$ cat src/rtl/rsf_pkg.sv
package rsf_pkg;
  // Cause bits, packed so that {stat, 4'b0} forms the read byte (por at bit 7)
  typedef struct packed {
    logic por;
    logic stp;
    logic wdt;
    logic ext;
  } rsf_stat_t;

  localparam rsf_stat_t STAT_AFTER_RESET = '{por: 1'b1, stp: 1'b0, wdt: 1'b0, ext: 1'b0};
  localparam int RSVD_W = 4;
endpackage

$ cat src/rtl/rsf_pin_filter.sv
module rsf_pin_filter #(
  parameter int SYNC_STAGES = 2,
  parameter int FILT_LEN    = 3
) (
  input  logic clk,
  input  logic arst_n,
  input  logic pin_n,
  output logic evt
);
  localparam int CW = $clog2(FILT_LEN + 1);

  logic [SYNC_STAGES-1:0] sync_q;
  logic [CW-1:0]          cnt_q;
  logic                   pin_low;

  always_ff @(posedge clk or negedge arst_n) begin
    if (!arst_n) sync_q <= '1;
    else         sync_q <= {sync_q[SYNC_STAGES-2:0], pin_n};
  end

  assign pin_low = ~sync_q[SYNC_STAGES-1];

  // Count consecutive low samples, saturating at FILT_LEN so one low period fires once
  always_ff @(posedge clk or negedge arst_n) begin
    if (!arst_n) begin
      cnt_q <= '0;
      evt   <= 1'b0;
    end else begin
      evt <= pin_low && (cnt_q == CW'(FILT_LEN - 1));
      if (!pin_low)                    cnt_q <= '0;
      else if (cnt_q != CW'(FILT_LEN)) cnt_q <= cnt_q + 1'b1;
    end
  end

  AST_FILT_SINGLE_PULSE: assert property (@(posedge clk) disable iff (!arst_n)
    evt |=> !evt);
  AST_FILT_NEEDS_LOW: assert property (@(posedge clk) disable iff (!arst_n)
    $rose(evt) |-> $past(pin_low));
endmodule

$ cat src/rtl/rsf_status.sv
module rsf_status
  import rsf_pkg::*;
(
  input  logic      clk,
  input  logic      arst_n,
  input  logic      por_evt,
  input  logic      smr_evt,
  input  logic      wdt_evt,
  input  logic      dbg_evt,
  input  logic      ext_evt,
  input  logic      in_stop,
  input  logic      clr,
  output rsf_stat_t stat
);
  logic      any_evt;
  rsf_stat_t next_cause;

  assign any_evt = por_evt | smr_evt | wdt_evt | dbg_evt | ext_evt;

  always_comb begin
    next_cause.por = por_evt | dbg_evt;
    next_cause.stp = smr_evt | (in_stop & any_evt);
    next_cause.wdt = wdt_evt;
    next_cause.ext = ext_evt;
  end

  // A new event outranks clear-on-read
  always_ff @(posedge clk or negedge arst_n) begin
    if (!arst_n)      stat <= STAT_AFTER_RESET;
    else if (any_evt) stat <= next_cause;
    else if (clr)     stat <= '0;
  end

  AST_READ_CLEARS: assert property (@(posedge clk) disable iff (!arst_n)
    (clr && !any_evt) |=> (stat == '0));
  AST_EVT_RECORDED: assert property (@(posedge clk) disable iff (!arst_n)
    any_evt |=> (stat != '0));
  AST_DBG_AS_POR: assert property (@(posedge clk) disable iff (!arst_n)
    dbg_evt |=> stat.por);
  AST_STOP_FLAG: assert property (@(posedge clk) disable iff (!arst_n)
    (any_evt && in_stop) |=> stat.stp);
endmodule

$ cat src/rtl/rsf_bus.sv
module rsf_bus
  import rsf_pkg::*;
#(
  parameter int              ADDR_W       = 12,
  parameter logic [ADDR_W-1:0] BASE_ADDR  = 12'hFF0,
  parameter logic [7:0]      WDT_CTL_INIT = 8'h00
) (
  input  logic              clk,
  input  logic              arst_n,
  input  logic [ADDR_W-1:0] bus_addr,
  input  logic              bus_rd,
  input  logic              bus_wr,
  input  logic [7:0]        bus_wdata,
  input  rsf_stat_t         stat,
  output logic              rd_hit,
  output logic [7:0]        bus_rdata,
  output logic              bus_rvalid,
  output logic [7:0]        wdt_ctl
);
  logic hit, wr_hit;

  assign hit    = (bus_addr == BASE_ADDR);
  assign rd_hit = bus_rd & hit;
  assign wr_hit = bus_wr & hit;

  always_ff @(posedge clk or negedge arst_n) begin
    if (!arst_n) begin
      bus_rdata  <= 8'h00;
      bus_rvalid <= 1'b0;
    end else begin
      bus_rvalid <= rd_hit;
      bus_rdata  <= rd_hit ? {stat, {RSVD_W{1'b0}}} : 8'h00;
    end
  end

  // Write-only watchdog control sharing the address
  always_ff @(posedge clk or negedge arst_n) begin
    if (!arst_n)     wdt_ctl <= WDT_CTL_INIT;
    else if (wr_hit) wdt_ctl <= bus_wdata;
  end

  AST_RSVD_ZERO: assert property (@(posedge clk) disable iff (!arst_n)
    bus_rvalid |-> (bus_rdata[3:0] == 4'h0));
  AST_MISS_NO_VALID: assert property (@(posedge clk) disable iff (!arst_n)
    (bus_rd && !hit) |=> !bus_rvalid);
  AST_WDT_HOLDS: assert property (@(posedge clk) disable iff (!arst_n)
    !wr_hit |=> $stable(wdt_ctl));
endmodule

$ cat src/rtl/rst_cause_reg.sv
module rst_cause_reg
  import rsf_pkg::*;
#(
  parameter int                ADDR_W       = 12,
  parameter logic [ADDR_W-1:0] BASE_ADDR    = 12'hFF0,
  parameter int                SYNC_STAGES  = 2,
  parameter int                FILT_LEN     = 3,
  parameter logic [7:0]        WDT_CTL_INIT = 8'h00
) (
  input  logic              clk,
  input  logic              arst_n,
  input  logic              por_evt,
  input  logic              smr_evt,
  input  logic              wdt_evt,
  input  logic              dbg_evt,
  input  logic              in_stop,
  input  logic              ext_rst_n,
  output logic              ext_rst_req,
  input  logic [ADDR_W-1:0] bus_addr,
  input  logic              bus_rd,
  input  logic              bus_wr,
  input  logic [7:0]        bus_wdata,
  output logic [7:0]        bus_rdata,
  output logic              bus_rvalid,
  output logic [7:0]        wdt_ctl
);
  rsf_stat_t stat;
  logic      rd_hit;

  rsf_pin_filter #(.SYNC_STAGES(SYNC_STAGES), .FILT_LEN(FILT_LEN)) u_filt (
    .clk(clk), .arst_n(arst_n), .pin_n(ext_rst_n), .evt(ext_rst_req)
  );

  rsf_status u_stat (
    .clk(clk), .arst_n(arst_n),
    .por_evt(por_evt), .smr_evt(smr_evt), .wdt_evt(wdt_evt), .dbg_evt(dbg_evt),
    .ext_evt(ext_rst_req), .in_stop(in_stop), .clr(rd_hit), .stat(stat)
  );

  rsf_bus #(.ADDR_W(ADDR_W), .BASE_ADDR(BASE_ADDR), .WDT_CTL_INIT(WDT_CTL_INIT)) u_bus (
    .clk(clk), .arst_n(arst_n), .bus_addr(bus_addr), .bus_rd(bus_rd), .bus_wr(bus_wr),
    .bus_wdata(bus_wdata), .stat(stat), .rd_hit(rd_hit), .bus_rdata(bus_rdata),
    .bus_rvalid(bus_rvalid), .wdt_ctl(wdt_ctl)
  );
endmodule

$ cat config.mk
export PLATFORM = sky130hd
export DESIGN_NAME = rst_cause_reg
export DESIGN_NICKNAME = d
export VERILOG_FILES = /design/src/rtl/rsf_pkg.sv /design/src/rtl/rsf_pin_filter.sv /design/src/rtl/rsf_status.sv /design/src/rtl/rsf_bus.sv /design/src/rtl/rst_cause_reg.sv
export SDC_FILE = /design/constraint.sdc
export NUM_CORES = 1
export LEC_CHECK = 0
export ABC_CLOCK_PERIOD_IN_PS = 1100
export CELL_PAD_IN_SITES_DETAIL_PLACEMENT = 1
export CELL_PAD_IN_SITES_GLOBAL_PLACEMENT = 1
export CORE_MARGIN = 2
export CORE_UTILIZATION = 29
export DETAILED_ROUTE_END_ITERATION = 8
export GPL_ROUTABILITY_DRIVEN = 0
export HOLD_SLACK_MARGIN = 0.06
export PLACE_DENSITY = 0.74
export SKIP_CTS_REPAIR_TIMING = 1
export SYNTH_ARGS = -nofsm -noshare
export SYNTH_HDL_FRONTEND = slang
export SYNTH_SLANG_ARGS = --single-unit
$ cat constraint.sdc
create_clock -name clk -period 1.1 [get_ports clk]
set_input_delay 0.33 -clock clk [delete_from_list [all_inputs] [get_ports clk]]
set_output_delay 0.33 -clock clk [all_outputs]
set_load 0.01 [all_outputs]
# After elaboration in Yosys (flattened, before gate mapping)
# Cells that the tools add are included.
[word_totals]
register_bits = 26
in_bits = 30
out_inout_bits = 18
word_cells = 32
[classes]
addsub = 1
eq_ne = 3
mux = 5
n_bitwise = 10
reduce_logical = 3
[ops]
columns = ["operator", "n"]
rows = [
  ["$eq A12 B12 Y1 const B", 1],
  ["$mux W4", 2],
  ["$mux W8", 1],
  ["$or A1 B1 Y1", 6],
  ["$mux W2", 2],
  ["$reduce_bool A2 Y1", 2],
  ["$and A1 B1 Y1", 3],
  ["$add A2 B1 Y2 const B", 1],
  ["$eq A2 B2 Y1 const B", 1],
  ["$ne A2 B2 Y1 const B", 1],
  ["$logic_and A1 B1 Y1", 1],
  ["$not A1 Y1", 1],
]

# Longest topological paths before layout
# Gate-level depths: netlist (run 1).
[depth]
ltp_word = 7
mapped_depth = 5
mapped_depth_nobuf = 5

# Cells and area by module
# Synthesis (run 1) repeated with hierarchy kept, for this count alone.
[unflattened]
cells_unflattened = 67
area_unflattened_um2 = 948.4
[modules_own_cells]
columns = ["mod", "instances", "cells_per_inst", "area_per_inst_um2"]
rows = [
  ["rsf_bus", 1, 38, 574.3],
  ["rsf_pin_filter", 1, 14, 193.9],
  ["rsf_status", 1, 15, 180.2],
]

# Worst setup path after synthesis (run 1)
# No wires, ideal clock.
[synth_path]
path_kind = "input to register"
start = "input port bus_addr[0]"
end = "register u_bus.wdt_ctl[0]"
setup_ns = 0.125
t_arrival_ns = 1.425
required_time_ns = 0.975
setup_slack_ns = -0.449
path_stages = 3
n_path_buf = 0
path_cell_list = "nand4bb_4 > nor4_4 > mux2_2"
[synth_between]
elab_chain_len = 2
[synth_lines]
columns = ["item", "line", "rtl"]
rows = [
  ["start, declared", "rst_cause_reg.sv:19", "input logic [ADDR_W-1:0] bus_addr,"],
  ["$eq A12 B12 Y1", "rsf_bus.sv:22", "assign hit = (bus_addr == BASE_ADDR);"],
  ["$and A1 B1 Y1", "rsf_bus.sv:24", "assign wr_hit = bus_wr & hit;"],
  ["end signal, assigned", "rsf_bus.sv:39", "else if (wr_hit) wdt_ctl <= bus_wdata;"],
  ["end, declared", "rsf_bus.sv:18", "output logic [7:0] wdt_ctl"],
]
# No other way between the ends.
# A chain may end at the register's enable or synchronous reset.

# Worst setup path in the final report (run 1)
[layout_path]
start = "input port bus_addr[3]"
end = "register u_bus.wdt_ctl[1]"
# The elaborated chain is that of the path after synthesis.

==> impl_metrics.csv, run 1 <==
group,metric,value,unit
route,avgViaCountPerCell,4.358,
cells_and_area,syn2layout_area_growth,77.25,%
synth,synth_warnings,0,
cells_and_area,seqCellArea,555.5,um^2
setup_path,path_class,"input pin to register",
setup_path,crit_path_frequent_cell,"buf_6",
timing,skew,0.01359,ns
place,io_buffer_count,43,
grt,grt-ovfl-total,0,
cells_and_area,nets,165,
cts,cts_tree,"built",
synth,synth.distinct_cells,22,
cts,clk_latency,0.32,ns
grt,grt_use_total,13.73,%
setup_path,path_max_fanout,8,
timing,finalHoldViolations,0,
grt,grt_pass1_vias,818,
timing,period_share,115.1,%
route,detail-route-antenna-nets,0,
setup_path,cpPeakStageDelay,0.31,ns
power,peakVddDrop,0.8621,mV
synth,yosys-top-cells-area,"dfrtp_1 (50%), mux2_2 (9.5%), dfstp_2 (8.3%)",
setup_path,crit_required,1.30,ns
timing,rsz0062_at_grt,"yes",
min_path,hp-class,"input pin to async pin",
timing,fin_crit,1.266,ns
setup_path,crit_chain,"buf_6, nand4b_1, nor4_4, buf_6, mux2_4",
run_status,status,"finished with violations",
synth,synth_cells,70,
cells_and_area,n_antenna_cell,0,
setup_path,end_kind,"register",
route,dr_wl_met3,168,um
floorplanning,dieHeight,61.11,um
power,leakage,0.9079,nW
cells_and_area,drive_gt1_share,46.21,%
floorplanning,ios,48,
route,wl_per_cell,13.98,um
synth,synth_top_cell_by_area,"dfrtp_1",
floorplanning,row_count,20,
cells_and_area,multi_input_area,450.4,um^2
cells_and_area,nFillCells,332,
timing,slew_violations,0,
synth,postSynthAreaPerCell,13.51,um^2
cts,cts.clk_slew.worst_paths,0.13,ns
cts,cts_made_buffers,3,
grt,grt_max_degree,23,
cts,clock_path_buffers,2,
synth,yosysTopAreaCellShare,50.26,%
route,routed-via-count,767,
route,drc,0,
setup_path,crit_family,"simple AND/OR/NAND/NOR gates",
setup_path,cp_data_arrival_time,1.47,ns
route,wirelength,2.460,mm
synth,ys_seq_area_share,58.60,%
setup_path,worst_path_max_delay_cell,"mux2_4",
floorplanning,start_util,30.73,%
cts,cts-root-buf,"clkbuf_4",
setup_path,worst-path-buf-inv,2,
cells_and_area,final_area,1677,um^2
place,dpl_cell_area,1509,um^2
cts,cts.sinks,22,
grt,antenna_found_initial,0,
power,power_density,1100,nW/um^2
route,wl_met2,1.302,mm
timing,setup_viol,22,
setup_path,startpoint_type,"input pin",
floorplanning,design.core.area,3078,um^2
cts,htreeDepth,1,
synth,ys_ff_latch,22,
flow_run,maxCapViolCount,0,
place,hpwl,1.799,mm
place,dp_slack,-0.8349,ns
run_status,failed_checks,"negative setup slack",
synth,syn_area,945.9,um^2
floorplanning,die_width,61.11,um
route,drt-pass1-iter-count,2,
route,drt_iter0_markers,11,
grt,grt_pass1_wl,3.663,mm
timing,worst_slack,-0.1659,ns
floorplanning,dieArea,3734,um^2
route,dr.max_layer_used,"met4",
timing,max_freq,790.0,MHz
cells_and_area,final_util,54.47,%
route,met1_length,956,um
-- cell type report --
| type | instances | share of cell area [%] |
|---|---|---|
| clock buffer | 3 | 1.343 |
| clock inverter | 1 | 1.791 |
| inverter | 7 | 1.567 |
| multi-input combinational | 40 | 26.87 |
| sequential | 22 | 33.13 |
| tap | 44 | 3.284 |
| timing repair buffer | 59 | 32.01 |
-- sequential cells by signal (all words and copies together) (netlist names) --
| name | count |
|---|---|
| u_bus.wdt_ctl | 8 |
| u_filt.evt | 1 |
| u_filt.cnt_q | 2 |
| u_bus.bus_rdata | 4 |
| u_filt.sync_q | 2 |
| u_stat.stat | 4 |
| u_bus.bus_rvalid | 1 |
-- final timing paths --
| check | from | endpoint | slack, ns | cells past startpoint |
|---|---|---|---|---|
| max | bus_addr[3] | u_bus.wdt_ctl[1]$_DFFE_PN0P_ | -0.17 | 5 |
| min | arst_n | u_bus.bus_rdata[7]$_DFF_PN0_ | 0.35 | 2 |
| max reg2reg | u_filt.evt$_DFF_PN0_ | u_stat.stat[1]$_DFFE_PN0P_ | 0.06 | 4 |
| min reg2reg | u_filt.sync_q[0]$_DFF_PN1_ | u_filt.sync_q[1]$_DFF_PN1_ | 0.36 | 0 |
| max in group asynchronous | arst_n | u_filt.sync_q[0]$_DFF_PN1_ | 0.52 | 2 |
| min in group clk | u_filt.sync_q[0]$_DFF_PN1_ | u_filt.sync_q[1]$_DFF_PN1_ | 0.36 | 0 |
-- worst register-to-register path: cells and delay by family (launching register included) --
kind | cells | cell delay [ns]
buffers and inverters | 1 | 0.13
flip-flops | 1 | 0.41
AND/OR/NAND/NOR | 2 | 0.23
AO/OA/AOI/OAI | 1 | 0.19
-- cells in the mapped netlist --
| master | n |
|---|---|
| dfstp_2 | 3 |
| nor2b_1 | 1 |
| o41ai_1 | 1 |
| nand4_1 | 2 |
| ha_1 | 2 |
| conb_1 | 1 |
| mux2i_1 | 1 |
| dfrtp_1 | 19 |
| mux2_2 | 8 |
| buf_4 | 4 |
| inv_1 | 7 |
| nand4b_1 | 1 |
| nor4_4 | 2 |
| nor2_1 | 5 |
| a21oi_1 | 1 |
| nand4bb_4 | 1 |
| and2_1 | 4 |
| xor2_1 | 1 |
| nand2_1 | 1 |
| nand4bb_1 | 1 |
| nor3_1 | 1 |
| o31ai_1 | 3 |
-- per-stage QoR --
step,TNS [ns],hold slack (ns),total power [mW],cells
5_1_grt,-3.125,0.3321,1.938,176
3_3_place_gp,-12.38,0.3465,1.145,165
3_5_place_dp,-13.08,0.3501,1.163,165
4_1_cts,-12.41,0.3521,1.788,169
2_1_floorplan,-3.699,0.03441,0.9827,73
6_report,-2.251,0.3461,1.845,176
-- cell families after synthesis --
group | share of synthesized area [%]
AO/OA/AOI/OAI | 3.835
XOR/XNOR | 0.9261
adder cells (fa/ha/maj) | 2.645
buffers and inverters | 5.953
flip-flops | 58.60
multiplexers | 10.58
other | 0.3964
AND/OR/NAND/NOR | 17.06
-- placed cells by master, fill, tap and decap left out, types with 2 or more instances in the layout --
cell,n
dfrtp_1,18
dlymetal6s2s_1,14
clkdlybuf4s50_1,14
clkbuf_2,13
buf_4,13
mux2_4,8
inv_1,7
and2_1,4
nor2_1,4
conb_1,4
o31ai_2,3
clkbuf_4,3
buf_6,3
dfstp_2,3
nand4bb_4,2
nand4_1,2
nor4_4,2
-- report_power, final --
part           leakage, nW  internal, mW  switching, mW
logic                0.593         0.208          0.133
clock network       0.0279         0.369          0.253
registers            0.287         0.850         0.0319
total                0.908          1.43          0.418
-- layer usage --
metal	up-vias	GRT usage (%)
li1	355	-
met1	376	15.25
met2	31	24.62
met3	5	4.412
met4	0	4.658
met5	-	0
No activity file was read; power rests on OpenSTA's default activity.
==> run 2, diff against run 1 <==
- RECOVER_POWER: unset -> 50
- SETUP_SLACK_MARGIN: unset -> 0.2
==> impl_metrics.csv, run 2 (synthesized netlist as in run 1, its figures left out) <==
group,metric,value,unit
timing,fin_crit,1.277,ns
cells_and_area,nets,163,
floorplanning,row_count,20,
setup_path,timing.rr.start,"u_filt.evt$_DFF_PN0_",
power,swShare,24.16,%
cells_and_area,syn2layout_area_growth,72.09,%
setup_path,worst-r2r-cell-count,4,
timing,setup_viol,23,
timing,relSlewSlack,62.98,%
min_path,holdPathStages,0,
grt,grt-ovfl-total,0,
cts,clock_path_buffers,2,
min_path,hp-class,"register to register",
place,io_buffer_count,43,
setup_path,path_max_fanout,8,
route,avgViaCountPerCell,4.264,
grt,grt_pass1_wl,3.443,mm
power,pwr-share-clk,27.5,%
setup_path,end_kind,"register",
timing,finalHoldViolations,0,
cells_and_area,layout_common_cells,"dfrtp_1 (19), clkbuf_2 (14), clkdlybuf4s50_1 (13)",
grt,grt_pass1_vias,835,
flow_run,maxCapViolCount,0,
min_path,hold_end,"u_filt.sync_q[1]$_DFF_PN1_",
timing,skew,0.003460,ns
cells_and_area,largest_reg_flops,8,
min_path,hp-start,"u_filt.sync_q[0]$_DFF_PN1_",
grt,grt_max_degree,23,
timing,rsz0062_at_grt,"yes",
route,drt_iter0_markers,13,
timing,max_freq,782.8,MHz
cts,cts-root-buf,"clkbuf_4",
floorplanning,ios,48,
cts,cts_tree,"built",
cells_and_area,nFillCells,339,
setup_path,critical_path.startpoint,"bus_addr[3]",
power,peakVddDrop,0.5166,mV
power,seqPwrFrac,54.8,%
timing,slew_violations,0,
timing,worstMarginPinSlew,0.5553,ns
cells_and_area,top_register,"u_bus.wdt_ctl",
route,detail-route-antenna-nets,0,
grt,grt_use_total,12.43,%
power,power_density,983.5,nW/um^2
setup_path,path_class,"input pin to register",
cts,cts.sinks,22,
route,routed-via-count,742,
floorplanning,die_width,61.11,um
cells_and_area,final_common_cell,"dfrtp_1",
cts,cts.clk_slew.worst_paths,0.12,ns
cts,clk_latency,0.30,ns
place,hpwl,1.822,mm
cells_and_area,drive_gt1_share,43.85,%
power,internal_power,1.214,mW
timing,worst_slack,-0.1774,ns
grt,antenna_found_initial,0,
setup_path,crit_required,1.30,ns
route,wl_per_cell,13.89,um
timing,tns,-2.200,ns
cts,htreeDepth,1,
setup_path,r2r_end,"u_stat.stat[1]$_DFFE_PN0P_",
power,power.switching,386.8,uW
floorplanning,dieHeight,61.11,um
floorplanning,design.core.area,3078,um^2
floorplanning,dieArea,3734,um^2
cells_and_area,top_regs,"u_bus.wdt_ctl x8, u_bus.bus_rdata x4, u_stat.stat x4",
route,wirelength,2.417,mm
route,drt-pass1-iter-count,2,
power,finalPower,1.601,mW
timing,period_share,116.1,%
cells_and_area,n_antenna_cell,0,
floorplanning,start_util,30.73,%
power,leakage,0.8783,nW
setup_path,cp_data_arrival_time,1.48,ns
cts,cts_made_buffers,3,
run_status,status,"finished with violations",
power,pwr-share-comb,17.7,%
setup_path,startpoint_type,"input pin",
run_status,failed_checks,"negative setup slack",
route,drc,0,
setup_path,ff2ff_setup_slack,-0.07,ns
## run 2: cell types whose count changed in the layout (fill, tap and decap cells not counted), moves of 2 or more
cell	delta
buf_6	+5
buf_4	-4
o31ai_2	-2
dlymetal6s2s_1	-2
## run 2: worst max-delay path, stage by stage
cell      delay [ns]
buf_6           0.09
nand4b_1        0.22
nor4_4          0.32
buf_6           0.20
mux2_4          0.31
## run 2: stage by stage
step / instances / worst slack, ns / hold slack (ns) / util [%] / instance area, um^2
after detailed placement: 165 / -0.8224 / 0.3520 / 49.02 / 1509
after global routing: 174 / -0.2141 / 0.3769 / 52.89 / 1628
final: 174 / -0.1774 / 0.3674 / 52.89 / 1628
after CTS: 169 / -0.4977 / 0.3619 / 50.20 / 1545
after floorplan: 73 / -0.4487 / 0.03441 / - / 973.4
after global placement: 165 / -0.7886 / 0.3461 / 49.02 / 1509
## run 2: power by group through the flow
stage          clock (mW)  sequential (mW)  combinational [mW]
2_1_floorplan           0            0.885              0.0974
3_3_place_gp            0            0.884               0.261
3_5_place_dp            0            0.890               0.278
4_1_cts             0.458            0.874               0.279
5_1_grt             0.498            0.882               0.312
6_report            0.441            0.877               0.283
## run 2: area by class of cell
type                       count  area, um^2  share of cell area [%]
sequential                    22       554.3                   34.05
tap                           44       55.05                   3.382
multi-input combinational     40       437.9                   26.90
timing repair buffer          57       518.0                   31.82
inverter                       7       26.28                   1.614
clock buffer                   4       36.28                   2.229
## run 2: worst max path at each step
stage                                              end  slack, ns
after global routing      u_bus.wdt_ctl[0]$_DFFE_PN0P_      -0.21
final                     u_bus.wdt_ctl[7]$_DFFE_PN0P_      -0.18
after CTS                 u_bus.wdt_ctl[7]$_DFFE_PN0P_      -0.50
after floorplan           u_bus.wdt_ctl[0]$_DFFE_PN0P_      -0.45
after global placement    u_bus.wdt_ctl[7]$_DFFE_PN0P_      -0.79
after detailed placement  u_bus.wdt_ctl[7]$_DFFE_PN0P_      -0.82
## run 2: layer usage
layer  global-route usage, %  share of wire [%]  vias to the layer above
met1                   13.73                 40                      365
met4                   1.863                  0                        0
li1                        -                  -                      350
met2                   24.32                 53                       27
met5                       0                  0                        -
met3                   2.941                6.5                        0
